$ cat config.mk
export PLATFORM = sky130hd
export DESIGN_NAME = gpio_mode_port
export DESIGN_NICKNAME = d
export VERILOG_FILES = /design/src/rtl/gpio_mode_pkg.sv /design/src/rtl/gpio_sync.sv /design/src/rtl/gpio_regs.sv /design/src/rtl/gpio_pin_mux.sv /design/src/rtl/gpio_readback.sv /design/src/rtl/gpio_mode_port.sv
export SDC_FILE = /design/constraint.sdc
export NUM_CORES = 1
export LEC_CHECK = 0
export BUFFER_PORTS_ARGS = -buffer_cell sky130_fd_sc_hd__buf_2
export CORE_MARGIN = 5
export CORE_UTILIZATION = 54
export DETAILED_ROUTE_END_ITERATION = 10
export MAX_ROUTING_LAYER = met4
export PLACE_DENSITY_LB_ADDON = 0.15
export SETUP_SLACK_MARGIN = 0.05
export SYNTH_ARGS = -nofsm -noshare
export SYNTH_HDL_FRONTEND = slang
export SYNTH_HIERARCHICAL = 1
export SYNTH_SLANG_ARGS = --single-unit
$ cat constraint.sdc
create_clock -name clk -period 2.5 [get_ports clk]
set_input_delay 0.375 -clock clk [delete_from_list [all_inputs] [get_ports clk]]
set_output_delay 0.375 -clock clk [all_outputs]
set_load 0.05 [all_outputs]
$ cat src/rtl/gpio_mode_pkg.sv
package gpio_mode_pkg;

    localparam int MODE_BITS = 2;

    typedef enum logic [MODE_BITS-1:0] {
        PM_ALT      = 2'b00,
        PM_DRIVE    = 2'b01,
        PM_IN_PULL  = 2'b10,
        PM_IN_FLOAT = 2'b11
    } pin_mode_e;

    typedef enum logic {
        REG_DATA = 1'b0,
        REG_MODE = 1'b1
    } reg_sel_e;

    typedef struct packed {
        logic out;
        logic oe;
        logic pu;
    } pad_ctl_t;

    function automatic pad_ctl_t pad_for_mode(
        input pin_mode_e m,
        input logic      stored,
        input logic      a_out,
        input logic      a_oe
    );
        pad_ctl_t p;
        case (m)
            PM_ALT:     p = '{out: a_out,  oe: a_oe, pu: 1'b0};
            PM_DRIVE:   p = '{out: stored, oe: 1'b1, pu: 1'b0};
            PM_IN_PULL: p = '{out: 1'b0,   oe: 1'b0, pu: 1'b1};
            default:    p = '{out: 1'b0,   oe: 1'b0, pu: 1'b0};
        endcase
        return p;
    endfunction

    function automatic logic mode_reads_pad(input pin_mode_e m);
        return (m == PM_IN_PULL) || (m == PM_IN_FLOAT);
    endfunction

endpackage

$ cat src/rtl/gpio_sync.sv
module gpio_sync #(
    parameter int WIDTH  = 8,
    parameter int STAGES = 2
) (
    input  logic             clk,
    input  logic             rst,
    input  logic [WIDTH-1:0] async_in,
    output logic [WIDTH-1:0] sync_out
);
    localparam int LAST = STAGES - 1;

    logic [WIDTH-1:0] stage_q [STAGES];

    always_ff @(posedge clk) begin
        if (rst) begin
            for (int s = 0; s < STAGES; s++) stage_q[s] <= '0;
        end else begin
            stage_q[0] <= async_in;
            for (int s = 1; s < STAGES; s++) stage_q[s] <= stage_q[s-1];
        end
    end

    assign sync_out = stage_q[LAST];

endmodule

$ cat src/rtl/gpio_regs.sv
module gpio_regs
    import gpio_mode_pkg::*;
#(
    parameter int NUM_PINS = 8
) (
    input  logic                          clk,
    input  logic                          rst,
    input  logic                          wr_en,
    input  reg_sel_e                      sel,
    input  logic [MODE_BITS*NUM_PINS-1:0] wdata,
    output logic [NUM_PINS-1:0]           data_q,
    output logic [MODE_BITS*NUM_PINS-1:0] mode_q
);
    localparam int MODE_W = MODE_BITS * NUM_PINS;

    logic data_we;
    logic mode_we;

    assign data_we = wr_en && (sel == REG_DATA);
    assign mode_we = wr_en && (sel == REG_MODE);

    always_ff @(posedge clk) begin
        if (rst) begin
            data_q <= '0;
        end else if (data_we) begin
            data_q <= wdata[NUM_PINS-1:0];
        end
    end

    always_ff @(posedge clk) begin
        if (rst) begin
            mode_q <= {NUM_PINS{PM_IN_FLOAT}};
        end else if (mode_we) begin
            mode_q <= wdata[MODE_W-1:0];
        end
    end

    AST_RESET_VALUES: assert property (@(posedge clk)
        rst |=> (data_q == '0) && (mode_q == {MODE_W{1'b1}}));
    AST_DATA_WRITE: assert property (@(posedge clk) disable iff (rst)
        (wr_en && sel == REG_DATA) |=> data_q == $past(wdata[NUM_PINS-1:0]));
    AST_MODE_WRITE: assert property (@(posedge clk) disable iff (rst)
        (wr_en && sel == REG_MODE) |=> mode_q == $past(wdata));
    AST_DATA_HOLD: assert property (@(posedge clk) disable iff (rst)
        !(wr_en && sel == REG_DATA) |=> $stable(data_q));

endmodule

$ cat src/rtl/gpio_pin_mux.sv
module gpio_pin_mux
    import gpio_mode_pkg::*;
#(
    parameter int NUM_PINS = 8
) (
    input  logic [MODE_BITS*NUM_PINS-1:0] mode_q,
    input  logic [NUM_PINS-1:0]           data_q,
    input  logic [NUM_PINS-1:0]           alt_out,
    input  logic [NUM_PINS-1:0]           alt_oe,
    output logic [NUM_PINS-1:0]           pin_out,
    output logic [NUM_PINS-1:0]           pin_oe,
    output logic [NUM_PINS-1:0]           pin_pu
);
    for (genvar n = 0; n < NUM_PINS; n++) begin : g_pin
        pin_mode_e mode_n;
        pad_ctl_t  pad_n;

        assign mode_n     = pin_mode_e'(mode_q[MODE_BITS*n +: MODE_BITS]);
        assign pad_n      = pad_for_mode(mode_n, data_q[n], alt_out[n], alt_oe[n]);
        assign pin_out[n] = pad_n.out;
        assign pin_oe[n]  = pad_n.oe;
        assign pin_pu[n]  = pad_n.pu;
    end

endmodule

$ cat src/rtl/gpio_readback.sv
module gpio_readback
    import gpio_mode_pkg::*;
#(
    parameter int NUM_PINS = 8
) (
    input  logic                          clk,
    input  logic                          rst,
    input  logic                          rd_en,
    input  reg_sel_e                      sel,
    input  logic [MODE_BITS*NUM_PINS-1:0] mode_q,
    input  logic [NUM_PINS-1:0]           data_q,
    input  logic [NUM_PINS-1:0]           pad_sync,
    output logic [MODE_BITS*NUM_PINS-1:0] rdata_q
);
    localparam int BUS_W = MODE_BITS * NUM_PINS;

    logic [NUM_PINS-1:0] data_bits;
    logic [BUS_W-1:0]    data_view;
    logic [BUS_W-1:0]    rd_next;

    for (genvar n = 0; n < NUM_PINS; n++) begin : g_bit
        pin_mode_e mode_n;
        assign mode_n       = pin_mode_e'(mode_q[MODE_BITS*n +: MODE_BITS]);
        assign data_bits[n] = mode_reads_pad(mode_n) ? pad_sync[n] : data_q[n];
    end

    always_comb begin
        data_view                 = '0;
        data_view[NUM_PINS-1:0]   = data_bits;
        rd_next = (sel == REG_MODE) ? mode_q : data_view;
    end

    always_ff @(posedge clk) begin
        if (rst) begin
            rdata_q <= '0;
        end else if (rd_en) begin
            rdata_q <= rd_next;
        end
    end

    AST_RD_HOLD: assert property (@(posedge clk) disable iff (rst)
        !rd_en |=> $stable(rdata_q));
    AST_RD_MODE_VALUE: assert property (@(posedge clk) disable iff (rst)
        (rd_en && sel == REG_MODE) |=> rdata_q == $past(mode_q));
    AST_RD_UPPER_ZERO: assert property (@(posedge clk) disable iff (rst)
        (rd_en && sel == REG_DATA) |=> rdata_q[BUS_W-1:NUM_PINS] == '0);

endmodule

$ cat src/rtl/gpio_mode_port.sv
module gpio_mode_port
    import gpio_mode_pkg::*;
#(
    parameter int NUM_PINS    = 8,
    parameter int SYNC_STAGES = 2,
    parameter int BUS_W       = MODE_BITS * NUM_PINS
) (
    input  logic                clk,
    input  logic                rst,
    input  logic                bus_wr,
    input  logic                bus_rd,
    input  logic                bus_addr,
    input  logic [BUS_W-1:0]    bus_wdata,
    output logic [BUS_W-1:0]    bus_rdata,
    input  logic [NUM_PINS-1:0] pin_in,
    input  logic [NUM_PINS-1:0] alt_out,
    input  logic [NUM_PINS-1:0] alt_oe,
    output logic [NUM_PINS-1:0] pin_out,
    output logic [NUM_PINS-1:0] pin_oe,
    output logic [NUM_PINS-1:0] pin_pu
);
    localparam int MODE_W = MODE_BITS * NUM_PINS;

    reg_sel_e            sel;
    logic [NUM_PINS-1:0] data_q;
    logic [MODE_W-1:0]   mode_q;
    logic [NUM_PINS-1:0] pad_sync;

    assign sel = reg_sel_e'(bus_addr);

    gpio_regs #(.NUM_PINS(NUM_PINS)) u_regs (
        .clk    (clk),
        .rst    (rst),
        .wr_en  (bus_wr),
        .sel    (sel),
        .wdata  (bus_wdata[MODE_W-1:0]),
        .data_q (data_q),
        .mode_q (mode_q)
    );

    gpio_sync #(.WIDTH(NUM_PINS), .STAGES(SYNC_STAGES)) u_sync (
        .clk      (clk),
        .rst      (rst),
        .async_in (pin_in),
        .sync_out (pad_sync)
    );

    gpio_pin_mux #(.NUM_PINS(NUM_PINS)) u_mux (
        .mode_q  (mode_q),
        .data_q  (data_q),
        .alt_out (alt_out),
        .alt_oe  (alt_oe),
        .pin_out (pin_out),
        .pin_oe  (pin_oe),
        .pin_pu  (pin_pu)
    );

    gpio_readback #(.NUM_PINS(NUM_PINS)) u_rb (
        .clk      (clk),
        .rst      (rst),
        .rd_en    (bus_rd),
        .sel      (sel),
        .mode_q   (mode_q),
        .data_q   (data_q),
        .pad_sync (pad_sync),
        .rdata_q  (bus_rdata)
    );

    AST_PU_OE_EXCLUSIVE: assert property (@(posedge clk) disable iff (rst)
        (pin_pu & pin_oe) == '0);

    for (genvar n = 0; n < NUM_PINS; n++) begin : g_chk
        AST_DRIVE_PIN: assert property (@(posedge clk) disable iff (rst)
            (mode_q[MODE_BITS*n +: MODE_BITS] == 2'b01) |-> (pin_oe[n] && pin_out[n] == data_q[n] && !pin_pu[n]));
        AST_ALT_PIN: assert property (@(posedge clk) disable iff (rst)
            (mode_q[MODE_BITS*n +: MODE_BITS] == 2'b00) |-> (pin_oe[n] == alt_oe[n] && pin_out[n] == alt_out[n] && !pin_pu[n]));
        AST_INPUT_PIN: assert property (@(posedge clk) disable iff (rst)
            mode_q[MODE_BITS*n+1] |-> (!pin_oe[n] && !pin_out[n]));
    end

endmodule

# After elaboration in Yosys (flattened, before gate mapping)
# Memory sizes are Yosys's and may differ from the RTL's.
# Cells that the tools add are included.
# classes
n_reduce_logical	18
n_bitwise	3
n_mux	22
eq_ne	24
# ops
cell	count
3-bit one-hot mux with 3 select lines	8
2-bit == test (second input constant)	16
2-bit by 1-bit == test with 1-bit output (second input constant)	8
2-bit logical NOT	8
16-bit 2-to-1 mux	1
8-bit 2-to-1 mux	2
1-bit 2-to-1 mux	11
1-bit logical OR	8
1-bit logical AND	2
1-bit bitwise OR	2
1-bit inverter	1
# totals
inputBits	45
n_memories	1
register_bits	40
out_inout_bits	40
ram_bits	16
# memory_table
name	depth	word_bits	rd	rd_ports_with_merged_regs	write_ports	line	rtl
u_sync.stage_q	2	8	2	0	2	gpio_sync.sv:12	logic [WIDTH-1:0] stage_q [STAGES];

# Logic depth before layout (Yosys ltp)
# Gate-level depths: netlist (run 1).
# logic_depth
depth_word	4
ltp_mapped	4
mapped_depth_nobuf	2

# By module
# Netlist (run 1), hierarchy kept.
# modules_own_cells
module	cells_per_inst	area_each_um2	instances
gpio_regs	90	962.2	1
gpio_readback	81	828.3	1
gpio_sync	41	524.3	1
gpio_pin_mux	40	240.2	1

# Worst setup path before layout (run 1)
# No wires, ideal clock.
# synth_path
path_kind	reg2out
start	reg u_regs.mode_q[8]
end	out pin_out[4]
arrival_time_ns	1.100
stages_incl_launch_ff	3
path_slack_ns	1.025
path_buffers	0
path_cell_list	dfxtp_1 -> mux2i_1 -> nor2_1
# synth_via
elab_chain_len	2
word_cells_on_any_way	4
# synth_lines
element	line	rtl
start, declared	gpio_regs.sv:12	output logic [MODE_BITS*NUM_PINS-1:0] mode_q
start signal, assigned	gpio_regs.sv:32	mode_q <= {NUM_PINS{PM_IN_FLOAT}};
start signal, assigned	gpio_regs.sv:34	mode_q <= wdata[MODE_W-1:0];
2-bit == test, or another cell as far along	gpio_mode_pkg.sv:30	case (m)
3-bit one-hot mux with 3 select lines *	gpio_mode_pkg.sv:30	
end, declared	gpio_mode_port.sv:18	output logic [NUM_PINS-1:0] pin_out,
# Every way passes the cells marked *; elsewhere a longest branch is shown, timed or not.

# Worst setup path in the final report (run 1)
# layout_path
start	reg u_regs.mode_q[15]
end	out pin_pu[7]
# layout_via
elab_chain_len	2
word_cells_on_any_way	4
# layout_lines
element	line	rtl
2-bit == test, or another cell as far along	gpio_mode_pkg.sv:30	
3-bit one-hot mux with 3 select lines *	gpio_mode_pkg.sv:30	
end, declared	gpio_mode_port.sv:20	output logic [NUM_PINS-1:0] pin_pu
# Marks and branches as above.

==> results of run 1 <==
==> layer usage <==
layer | track usage [%] | wire (µm) | vias to the layer above
met1 | 23.7 | 2540 | 914
met3 | 3.97 | 376 | 6
met5 | - | 0 | -
li1 | - | - | 1023
met4 | 6.12 | 93 | 0
met2 | 31.2 | 2640 | 65
==> worst max-delay path by stage <==
stage,startpoint,end,slack [ns],cells past startpoint
2_1_floorplan,u_regs/mode_q[8],pin_out[4],1.03,2
3_3_place_gp,bus_rd,u_rb/rdata_q[7],0.88,3
3_5_place_dp,bus_rd,u_rb/rdata_q[1],0.86,3
4_1_cts,u_regs/mode_q[15],pin_pu[7],0.87,2
5_1_grt,u_regs/mode_q[8],pin_out[4],0.80,3
6_report,u_regs/mode_q[15],pin_pu[7],0.87,2
==> stage by stage <==
stage	power (mW)	std cells	cell area, µm²
floorplan	1.28	252	2550
global placement	1.37	368	2900
detailed placement	1.38	368	2900
CTS	1.97	376	3020
global route	2.03	376	3020
finish	1.95	376	3020
==> final cells by class <==
| type | count | area (µm²) |
|---|---|---|
| multi-input cells | 171 | 1270 |
| flip-flops and latches | 56 | 1120 |
| well taps | 54 | 67.6 |
| repair buffers | 87 | 443 |
| fillers | 384 | 1650 |
| clock buffers | 6 | 72.6 |
| clock inverters | 2 | 38.8 |
==> synth_stat cells <==
cell type	instances	area share [%]
a21oi_1	8	1.6
and2b_2	14	4.8
and3_1	16	3.9
nor2b_4	1	0.54
nand3_1	8	1.6
buf_4	8	2.4
nand4b_1	8	2.7
nor2b_1	3	0.73
nand4bb_1	5	2.2
clkbuf_1	6	0.88
dfxtp_1	56	44
nor2_1	24	3.5
o21ai_0	7	1.4
or4bb_1	3	1.3
buf_2	6	1.2
o221ai_2	8	4.7
buf_1	1	0.15
o21ai_1	1	0.20
nor2b_2	7	2.4
mux2i_1	16	6.3
or3b_1	1	0.34
nand2_2	1	0.25
buf_6	4	1.8
nand2b_1	24	5.9
a211o_1	16	5.5
==> kinds of logic (layout without fill, tap and decap cells) <==
| group | count (synthesis) | count (layout) |
|---|---|---|
| AO/OA/AOI/OAI | 40 | 40 |
| flip-flops | 56 | 56 |
| AND/OR/NAND/NOR | 115 | 115 |
| multiplexers | 16 | 16 |
| buffers and inverters | 25 | 95 |
==> state kept, by name (all words and copies together), names as in the netlist <==
name	count
u_regs/data_q	8
u_regs/mode_q	16
u_rb/rdata_q	16
u_sync/stage_q	16
==> power groups by stage <==
stage / Combinational [mW] / Clock, mW / Sequential [mW]
floorplan: 0.227 / 0 / 1.05
global placement: 0.360 / 0 / 1.01
detailed placement: 0.364 / 0 / 1.01
CTS: 0.365 / 0.608 / 0.994
global route: 0.391 / 0.642 / 1.00
finish: 0.364 / 0.591 / 0.993
==> flow_summary.ini, run 1 <==
[setup_path]
ff2ff_path_depth = 2
endpoint_kind = primary output
cp_top_family = flip-flops
crit_arrival_ns = 1.25
r2r_setup_slack_ns = 1.48
path_buf_inv = 1
cp_max_fo = 6
cp.required_ns = 2.12
worstSetupPathType = reg -> out
reg2reg_from = u_regs/mode_q[11]
startpoint_type = flip-flop
cp_slowest_cell = dfxtp_1
path_cells = and2b_2 -> buf_2
critPathMaxStageDelay_ns = 0.50
r2r-end = u_rb/rdata_q[5]

[synth]
syn_inst = 252
seq_area_frac_synth_pct = 43.9
ys_types = 25
synth_adder_area_share_pct = 0
ys_ff_latch = 56
synth-compound-area-share_pct = 13.3
syn_area_um2 = 2550
syn_nets = 297
yosysWarnings = 6
synthSimpleGateAreaFrac_pct = 30.2
synth_top_family_by_area = simple AND/OR/NAND/NOR gates
synth_mux_area_share_pct = 6.27
postSynthAreaPerCell_um2 = 10.1
synth-xor-area-share_pct = 0

[detailed_routing]
vias = 2008
wl_per_cell_um = 15.0
first_pass_iters = 4
antenna_left = 0
drtIter0Drc = 112
routed_wl_mm = 5.65
drc = 0
vias_per_cell = 5.34

[hold_path]
hold_path.class = in -> reg
worstHoldPathCells = 2
worstHoldStart = pin_in[5]
min_to = u_sync/stage_q[0][5]

[sta]
setup_slack_ns = 0.872
whs_ns = 0.267
period_share_pct = 65.1
worst_pin_slew_ns = 0.456
fin_skew_ns = 0.00573
setup_viol = 0
min_period_ns = 1.63
fin_setup_tns_ns = 0
fmax_ghz = 0.614
slew_violations = 0
hold_violations = 0
slew-limit-headroom_pct = 69.6
rsz0062_at_grt = false

[floorplan]
fp-row-count = 25
die_h_um = 78.8
initial_core_util_pct = 54.8
dieArea_um2 = 6210
top_level_ports = 85
core_um2 = 4660
dieWidth_um = 78.8

[global_routing]
overflow = 0
antenna_found_initial = 0
grt_max_degree = 41
grt_pass1_vias = 1920
grt_usage_pct = 19.1
grt_pass1_wl_mm = 9.15

[cells_and_area]
final_util_pct = 64.7
area_growth_pct = 18.0
nNetsFinal = 366
mostFrequentLayoutCell = buf_2
final_layout_size_suffix_gt1_share_pct = 38.8
diodes = 0
final_cell_mix = buf_2, dfxtp_1, nor2_1, nand2b_1

[clock_network]
ctsHoldBuffers = 0
post_cts_resized = 0
htreeDepth = 2
cts.sinks = 56
cts_setup_buffers = 0
clockBufferDepth = 2
numCtsBuffers = 5
cts-root-buf = clkbuf_8
cts_tree = done
insertion_delay_ns = 0.31
path_clk_slew_ns = 0.10

[power]
p_comb_share_pct = 18.7
clockPowerShare_pct = 30.3
intPower_mw = 1.38
netSwitchingFraction_pct = 29.2
power_density_nw_per_um2 = 646
cellLeakagePower_nw = 1.47
ir_worst_vdd_v = 0.000384
pwr-share-seq_pct = 51.0
switching_power_mw = 0.569

[placed_design]
gp_congestion = 0.836
dp_hpwl_mm = 3.99
io_buffers = 84
pre_cts_slack_ns = 0.861

[run_status]
outcome = complete, no violations

[flow_run]
max_cap_violations = 0
No activity file was read; power rests on OpenSTA's default activity.
==> run 2: changes to the inputs <==
- ABC_AREA: default -> 1
- CORE_UTILIZATION: 54 -> 50
- clock period: 2.5 -> 1.68 ns (I/O delays scaled with it)
==> run 2 against run 1 <==
Against the previous run: worst hold slack got worse by 0.13 ns; count of clock-buffer cells in the layout did not move; non-clock buffer count is 1 lower.
==> flow_summary.ini, run 2 <==
[setup_path]
cp_max_fo = 7
cp-startpoint = u_regs/mode_q[5]
cp_slowest_cell = dfxtp_1
path_buf_inv = 2
cp_top_family = flip-flops
startpoint_type = flip-flop
r2r_setup_slack_ns = 0.76
path_cells = inv_1 -> nor2_1 -> buf_2
critPathMaxStageDelay_ns = 0.49
crit_arrival_ns = 1.26
ff2ff_path_depth = 4
r2r-end = u_rb/rdata_q[5]
crit_end = pin_pu[2]
crit_cells = 3
endpoint_kind = primary output
reg2reg_from = u_regs/mode_q[11]
cp.required_ns = 1.43
worstSetupPathType = reg -> out

[cells_and_area]
largestRegisters = u_rb/rdata_q: 16 flops, u_regs/mode_q: 16 flops, u_sync/stage_q: 16 flops
final_layout_size_suffix_gt1_share_pct = 28.6
multi_input_area_um2 = 1030
n_fill_cell = 493
register_area_um2 = 1120
final_cell_mix = buf_2, nand2_1, nor2_1, inv_1, dfxtp_1
diodes = 0
area_growth_pct = 17.4
fin_area_um2 = 3040
nNetsFinal = 485
mostFrequentLayoutCell = buf_2

[synth]
synth-edff-count = 0
synth_top_area_cell = dfxtp_1
ys_ff_latch = 56
syn_inst = 366
syn_area_um2 = 2590
postSynthAreaPerCell_um2 = 7.07
synth_area_leaders = dfxtp_1, nand2_1, nor2_1
syn_nets = 411
yosys.cell_count.top_type = nand2_1
seq_area_frac_synth_pct = 43.3
netlist_top_cells_count = nand2_1, nor2_1, inv_1
synth_top_flop_cell = dfxtp_1
yosysWarnings = 6
ys_types = 21
yosysTopAreaCellShare_pct = 43.3
synthArstFlopShare_pct = 0

[flow_run]
max_cap_violations = 0

[floorplan]
initial_core_util_pct = 51.0
die_h_um = 81.9
dieWidth_um = 81.9
top_level_ports = 85
fp-row-count = 26
dieArea_um2 = 6710
core_um2 = 5070

[global_routing]
overflow = 0
grt_pass1_vias = 2121
grt_usage_pct = 20.0
grt_max_degree = 25
antenna_found_initial = 0
grt_pass1_wl_mm = 9.91

[clock_network]
path_clk_slew_ns = 0.09
htreeDepth = 2
numCtsBuffers = 5
cts.sinks = 56
ctsHoldBuffers = 0
cts_setup_buffers = 0
insertion_delay_ns = 0.31
cts-root-buf = clkbuf_8
clockBufferDepth = 2
post_cts_resized = 0
cts_tree = done

[placed_design]
gp_congestion = 0.837
dp_hpwl_mm = 4.55
placed_cell_area_um2 = 2930
io_buffers = 84

[sta]
hold_violations = 0
slew-limit-headroom_pct = 76.6
setup_viol = 0
period_share_pct = 90.1
rsz0062_at_grt = false
fin_skew_ns = 0.00443
worst_pin_slew_ns = 0.351
fin_setup_tns_ns = 0
whs_ns = 0.134
min_period_ns = 1.51
slew_violations = 0
fmax_ghz = 0.661

[detailed_routing]
wl_per_cell_um = 11.9
drc = 0
drtIter0Drc = 200
first_pass_iters = 5
antenna_left = 0
vias = 2353
vias_per_cell = 4.60
routed_wl_mm = 6.08

[power]
cellLeakagePower_nw = 1.71
power_density_nw_per_um2 = 965
ir_worst_vdd_v = 0.000621

[hold_path]
hold_path.class = in -> reg

[run_status]
outcome = complete, no violations
[run 2: cell types whose count changed in the layout (fill, tap and decap cells not counted), sizes merged, moves of 8 or more]
cell	before	now
nand3	8	40
nand4b	8	0
and3	16	0
mux2i	16	0
nor2	24	65
and2b	14	0
inv	1	64
nand2b	24	0
nand2	1	90
nor2b	11	0
o221ai	8	0
a211o	16	0
a21oi	8	24
[run 2: cell type report]
class                           instances  area share, %
Clock buffer                            6           2.39
Clock inverter                          2           1.15
Inverter                               64           8.32
Multi-Input combinational cell        227           34.0
Sequential cell                        56           36.9
Tap cell                               70           2.88
Timing Repair Buffer                   86           14.3
[run 2: worst min path at each step]
stage / cells past startpoint / slack, ns / startpoint / to
after global routing: 3 / 0.14 / pin_in[6] / u_sync/stage_q[0][6]
after CTS: 3 / 0.13 / pin_in[3] / u_sync/stage_q[0][3]
final: 3 / 0.13 / pin_in[3] / u_sync/stage_q[0][3]
after global placement: 2 / 0.39 / u_sync/stage_q[0][1] / u_sync/stage_q[0][9]
after floorplan: 2 / 0.36 / pin_in[0] / u_sync/stage_q[0][0]
after detailed placement: 2 / 0.39 / u_sync/stage_q[0][1] / u_sync/stage_q[0][9]
[run 2: report_power, final]
part	internal [mW]	switching, mW	total, mW
clock	0.443	0.421	0.864
sequential	1.41	0.0768	1.49
combinational	0.169	0.413	0.582
[run 2: routing by layer]
metal	wire [µm]	part of all wire, %	track usage [%]
met5	0	0	-
met3	511	8.4	4.50
met4	121	2.0	8.14
met2	2710	45	30.1
met1	2740	45	25.8
[run 2: stage by stage]
| stage | total power [mW] | instances | utilization (%) | setup slack (ns) |
|---|---|---|---|---|
| after floorplan | 1.96 | 366 | - | 0.301 |
| after CTS | 2.95 | 511 | 59.8 | 0.158 |
| final | 2.93 | 511 | 59.8 | 0.167 |
| after global placement | 2.09 | 503 | 57.7 | 0.504 |
| after global routing | 3.08 | 511 | 59.8 | 0.0766 |
| after detailed placement | 2.10 | 503 | 57.7 | 0.516 |
[run 2: cells by family (layout without fill, tap and decap cells)]
logic type             Yosys count  count (layout)  synth area share [%]
flip-flops                      56              56                  43.3
buffers and inverters           83             158                  16.7
AND/OR/NAND/NOR                195             195                  32.0
AO/OA/AOI/OAI                   32              32                  7.93
[run 2: worst reg2reg max path: cells and delay by family, from the launching register on]
kind / cells / cell delay [ns]
AO/OA/AOI/OAI: 1 / 0.16
flip-flops: 1 / 0.45
buffers and inverters: 1 / 0.07
AND/OR/NAND/NOR: 2 / 0.19
